## src/rtl/mv_pkg.sv

```systemverilog
package mv_pkg;
    typedef enum logic [1:0] {
        ST_IDLE  = 2'd0,
        ST_VEC   = 2'd1,
        ST_MAT   = 2'd2,
        ST_DRAIN = 2'd3
    } mv_state_e;
endpackage

```

## src/rtl/mv_ram.sv

```systemverilog
module mv_ram #(
    parameter int W     = 8,
    parameter int DEPTH = 64,
    localparam int AW   = (DEPTH > 1) ? $clog2(DEPTH) : 1
) (
    input  logic          clk,
    input  logic          we,
    input  logic [AW-1:0] waddr,
    input  logic [W-1:0]  wdata,
    input  logic [AW-1:0] raddr,
    output logic [W-1:0]  rdata
);
    logic [W-1:0] mem [DEPTH];

    always_ff @(posedge clk) begin
        if (we) mem[waddr] <= wdata;
    end

    assign rdata = mem[raddr];
endmodule

```

## src/rtl/mv_mac.sv

```systemverilog
module mv_mac #(
    parameter int DATA_W = 8,
    parameter int ACC_W  = 22
) (
    input  logic                     clk,
    input  logic                     rst_n,
    input  logic                     en,
    input  logic                     first,
    input  logic signed [DATA_W-1:0] a,
    input  logic signed [DATA_W-1:0] b,
    output logic signed [ACC_W-1:0]  sum_next
);
    localparam int PW = 2 * DATA_W;

    logic signed [PW-1:0]    prod;
    logic signed [ACC_W-1:0] acc;
    logic signed [ACC_W-1:0] prod_ext;

    assign prod     = a * b;
    assign prod_ext = {{(ACC_W-PW){prod[PW-1]}}, prod};
    assign sum_next = (first ? '0 : acc) + prod_ext;

    always_ff @(posedge clk or negedge rst_n) begin
        if (!rst_n)  acc <= '0;
        else if (en) acc <= sum_next;
    end
endmodule

```

## src/rtl/mv_engine.sv

```systemverilog
module mv_engine
    import mv_pkg::*;
#(
    parameter int DATA_W = 8,
    parameter int MAX_N  = 64,
    localparam int N_W   = $clog2(MAX_N + 1),
    localparam int AW    = $clog2(MAX_N),
    localparam int ACC_W = 2 * DATA_W + $clog2(MAX_N)
) (
    input  logic              clk,
    input  logic              rst_n,
    input  logic              start,
    input  logic              mode_mul,
    input  logic [N_W-1:0]    size_n,
    output logic              busy,
    output logic              done,
    input  logic              in_valid,
    output logic              in_ready,
    input  logic [DATA_W-1:0] in_data,
    output logic              out_valid,
    input  logic              out_ready,
    output logic [ACC_W-1:0]  out_data
);
    localparam logic [N_W-1:0] ONE = N_W'(1);

    mv_state_e      state, state_nx;
    logic [N_W-1:0] n_q, col, row;
    logic           mode_q, done_q;
    logic           in_hs, out_hs, last_col, last_row;
    logic [DATA_W-1:0] vec_rd;
    logic [ACC_W-1:0]  res_rd, mac_sum;

    assign in_hs    = in_valid && in_ready;
    assign out_hs   = out_valid && out_ready;
    assign last_col = (col == n_q - ONE);
    assign last_row = (row == n_q - ONE);

    // next-state logic
    always_comb begin
        state_nx = state;
        unique case (state)
            ST_IDLE:  if (start) state_nx = ST_VEC;
            ST_VEC:   if (in_hs && last_col) state_nx = mode_q ? ST_MAT : ST_DRAIN;
            ST_MAT:   if (in_hs && last_col && last_row) state_nx = ST_DRAIN;
            ST_DRAIN: if (out_hs && last_col) state_nx = ST_IDLE;
            default:  state_nx = ST_IDLE;
        endcase
    end

    // state register
    always_ff @(posedge clk or negedge rst_n) begin
        if (!rst_n) state <= ST_IDLE;
        else        state <= state_nx;
    end

    // outputs
    always_comb begin
        busy      = (state != ST_IDLE);
        in_ready  = (state == ST_VEC) || (state == ST_MAT);
        out_valid = (state == ST_DRAIN);
        done      = done_q;
        out_data  = mode_q ? res_rd : {{(ACC_W-DATA_W){vec_rd[DATA_W-1]}}, vec_rd};
    end

    // counters and run parameters
    always_ff @(posedge clk or negedge rst_n) begin
        if (!rst_n) begin
            n_q    <= '0;
            mode_q <= 1'b0;
            col    <= '0;
            row    <= '0;
            done_q <= 1'b0;
        end else begin
            done_q <= (state == ST_DRAIN) && out_hs && last_col;
            unique case (state)
                ST_IDLE: begin
                    col <= '0;
                    row <= '0;
                    if (start) begin
                        n_q    <= size_n;
                        mode_q <= mode_mul;
                    end
                end
                ST_VEC: if (in_hs) col <= last_col ? '0 : col + ONE;
                ST_MAT: if (in_hs) begin
                    if (last_col) begin
                        col <= '0;
                        row <= row + ONE;
                    end else begin
                        col <= col + ONE;
                    end
                end
                ST_DRAIN: if (out_hs) col <= col + ONE;
                default: col <= '0;
            endcase
        end
    end

    mv_ram #(.W(DATA_W), .DEPTH(MAX_N)) u_vec_ram (
        .clk   (clk),
        .we    ((state == ST_VEC) && in_hs),
        .waddr (col[AW-1:0]),
        .wdata (in_data),
        .raddr (col[AW-1:0]),
        .rdata (vec_rd)
    );

    mv_mac #(.DATA_W(DATA_W), .ACC_W(ACC_W)) u_mac (
        .clk      (clk),
        .rst_n    (rst_n),
        .en       ((state == ST_MAT) && in_hs),
        .first    (col == '0),
        .a        (in_data),
        .b        (vec_rd),
        .sum_next (mac_sum)
    );

    mv_ram #(.W(ACC_W), .DEPTH(MAX_N)) u_res_ram (
        .clk   (clk),
        .we    ((state == ST_MAT) && in_hs && last_col),
        .waddr (row[AW-1:0]),
        .wdata (mac_sum),
        .raddr (col[AW-1:0]),
        .rdata (res_rd)
    );
endmodule

```

## config.mk

```make
export PLATFORM = sky130hd
export DESIGN_NAME = mv_engine
export DESIGN_NICKNAME = d
export VERILOG_FILES = /design/src/rtl/mv_pkg.sv /design/src/rtl/mv_ram.sv /design/src/rtl/mv_mac.sv /design/src/rtl/mv_engine.sv
export SDC_FILE = /design/constraint.sdc
export NUM_CORES = 2
export LEC_CHECK = 0
export ABC_CLOCK_PERIOD_IN_PS = 29900
export BUFFER_PORTS_ARGS = -buffer_cell sky130_fd_sc_hd__buf_2
export CORE_UTILIZATION = 40
export DETAILED_ROUTE_END_ITERATION = 8
export SYNTH_ARGS = -nofsm -noshare
export SYNTH_HDL_FRONTEND = slang
export SYNTH_SLANG_ARGS = --single-unit
```

## constraint.sdc

```tcl
create_clock -name clk -period 29.9 [get_ports clk]
set_clock_uncertainty 0.15 [all_clocks]
set_input_delay 2.99 -clock clk [delete_from_list [all_inputs] [get_ports clk]]
set_output_delay 2.99 -clock clk [all_outputs]
set_load 0.05 [all_outputs]
```

==> flow_summary.yaml <==
status:
  outcome: "completed"
logic_synthesis:
  yosysWarnings: 0
  synth_edf_count: 1920
  synth_cells: 4507
  synth_area_leader_cell: "edfxtp_1"
  synth_nets: 4643
  synthArstFlopShare: 0.0239
  synth_area_per_cell_um2: 17.1
  synth_top_area_share: 0.749
  yosysSeqAreaShare: 0.764
  ys_ff_latch: 1967
  synth.area.top_cells: "edfxtp_1, a22oi_1, a221oi_1"
  yosys_most_used_dff: "edfxtp_1"
  ys_types: 81
  syn_area_um2: 77000
grt:
  grt_pass1_vias: 42800
  grt_max_degree: 82
  use_met1: 0.321
  grt_first_pass_wirelength_um: 325000
  top_usage_layer: "met2"
  overflow: 0
  grtUsageMet3: 0.0433
  grtUsageMet2: 0.371
  grt_use_total: 0.234
  antenna_found_initial: 9
clock_network:
  path_clk_slew_ns: 0.06
  cts_buffers: 192
  htree_levels: 4
  root_buffer: "clkbuf_16"
  holdBufCountCts: 0
  post_cts_resize_count: 0
  clkLatencyLatePin_ns: 0.85
  cts_setup_buffers: 0
  clkSinkCount: 1967
  cts_tree: "built"
  clk_path_buf_depth: 3
layout:
  syn2layout_area_growth_pct: 13.5
  final_area_um2: 87400
  final_util: 0.459
  drive_above_1_share: 0.147
  final_cell_mix: "edfxtp_1, a22oi_1, clkbuf_16, a221oi_1, buf_4"
  mostFrequentLayoutCell: "edfxtp_1"
  nets: 4777
critical_path:
  r2r_start: "col[0]$_DFFE_PN0P_"
  worstSetupEndpointType: "register"
  crit_top_cell: "fa_1"
  rr_worst_depth: 28
  worstPathRequired_ns: 30.31
  reg2reg_to: "u_res_ram.mem[20][21]$_DFFE_PP_"
  endpoint: "u_res_ram.mem[20][21]$_DFFE_PP_"
  crit_path_start: "col[0]$_DFFE_PN0P_"
  cpPeakStageDelay_ns: 0.98
  slowest_stage: "o211ai_1"
  ff2ff_setup_slack_ns: 17.94
  cp.arrival_ns: 12.38
  startpoint_type: "register"
  crit_type: "register to register"
  crit_fanout: 64
timing:
  max_freq_mhz: 83.6
  setup_viol: 0
  timing.slew.headroom: 0.181
  slew_violations: 0
  timing.setup.tns_ns: 0
  tightestPinTransition_ns: 1.22
  period_minus_slack_ns: 11.96
  hold_viol_final: 0
  worst_slack_ns: 17.94
  rsz0062_at_grt: "false"
  finalCritPeriodShare: 0.400
placement:
  placed_area_um2: 80900
  post-dp-hpwl_um: 130000
  pre_cts_ws_ns: 18.07
  portBuffers: 46
  routabilityCongestion: 0.868
drt:
  drt_iter0_drc: 6045
  vias: 44900
  wl_per_cell_um: 31.5
  first_pass_iters: 6
  vias_per_cell: 6.14
  drt_wl_total_um: 231000
  drc: 0
  detail-route-antenna-nets: 0
floorplan:
  core_area_um2: 191000
  rows: 160
  start_util: 0.404
  die-area_um2: 194000
  io_pins: 47
  die_h_um: 441
  die_x_um: 441
min_path:
  hold_class: "register to register"
run:
  cap_viol_max_count: 0
-- critical path, delay by kind of cell, from the launching register on --
kind	cells	cell delay (ns)
and+or+nand+nor	7	2.62
adders and majority gates	6	2.82
AOI/OAI and AO/OA	7	2.25
DFF	1	0.82
buffers and inverters	6	2.26
xor gates and xnor gates	2	0.62
-- layout make-up --
| type | instances | area (um2) |
|---|---|---|
| fillers | 16200 | 103000 |
| flip-flops and latches | 1967 | 58900 |
| multi-input cells | 2158 | 16900 |
| clock buffers | 232 | 4970 |
| well taps | 2511 | 3140 |
| repair buffers | 221 | 1660 |
| clock inverters | 121 | 1470 |
| inverters | 101 | 379 |
| diodes | 8 | 20.0 |
-- through the flow --
stage,hold slack (ns),cells
after detailed placement,0.310,6958
after floorplan,0.288,4507
final,0.320,7319
after CTS,0.327,7311
after global placement,0.301,6958
after global routing,0.343,7312
-- sequential cells by signal (all words and copies together), names as in the netlist --
| name | cells |
|---|---|
| u_res_ram.mem | 1408 |
| u_vec_ram.mem | 512 |
| u_mac.acc | 22 |
| col | 7 |
| n_q | 7 |
| row | 7 |
| state | 2 |
| done | 1 |
| mode_q | 1 |
-- cell families after synthesis --
logic type,share of synthesized area
AO/OA/AOI/OAI,0.121
XOR/XNOR,0.00683
adder cells (fa/ha/maj),0.0242
buffers and inverters,0.0217
flip-flops,0.764
multiplexers,0.0223
AND/OR/NAND/NOR,0.0395
-- cells in the mapped netlist, types with 6 or more instances --
cell type,count
ha_1,59
xnor2_1,45
a22o_1,139
mux4_2,19
a22oi_1,503
o211ai_1,28
o21ai_0,72
buf_1,29
a221oi_1,191
nand2_1,109
a221o_1,10
mux2_2,72
or3_1,6
or2_2,6
a21oi_1,92
nor2b_1,48
buf_4,12
nor2_1,200
edfxtp_1,1920
fa_1,56
clkbuf_1,111
nor4_1,20
buf_2,124
inv_1,99
mux2i_1,48
nand4_1,81
a21o_1,14
a31oi_1,101
nand2b_1,11
and2_1,33
dfrtp_1,47
o21bai_1,10
xor2_1,15
a211oi_1,17
nand3_1,30
nor3_1,10
a311oi_1,6
a32oi_1,6
o22ai_1,9
and3_1,10
-- per-layer routing --
metal  share of wire  wire length [um]
met5         0.00020                47
met4           0.038              8700
met3           0.085             19700
met2            0.47            109000
met1            0.41             93500
-- worst min path at each step --
stage / start / endpoint / slack, ns / depth (start not counted)
2_1_floorplan: u_mac.acc[10]$_DFFE_PN0P_ / u_mac.acc[10]$_DFFE_PN0P_ / 0.29 / 2
3_3_place_gp: u_mac.acc[9]$_DFFE_PN0P_ / u_mac.acc[9]$_DFFE_PN0P_ / 0.30 / 2
3_5_place_dp: u_mac.acc[10]$_DFFE_PN0P_ / u_mac.acc[10]$_DFFE_PN0P_ / 0.31 / 2
4_1_cts: u_mac.acc[10]$_DFFE_PN0P_ / u_mac.acc[10]$_DFFE_PN0P_ / 0.33 / 2
5_1_grt: u_mac.acc[10]$_DFFE_PN0P_ / u_mac.acc[10]$_DFFE_PN0P_ / 0.34 / 2
6_report: u_mac.acc[10]$_DFFE_PN0P_ / u_mac.acc[10]$_DFFE_PN0P_ / 0.32 / 2
Power is left out: the tool's default activity adds up to more than one toggle a clock period on the data nets, which glitch-free logic cannot reach.
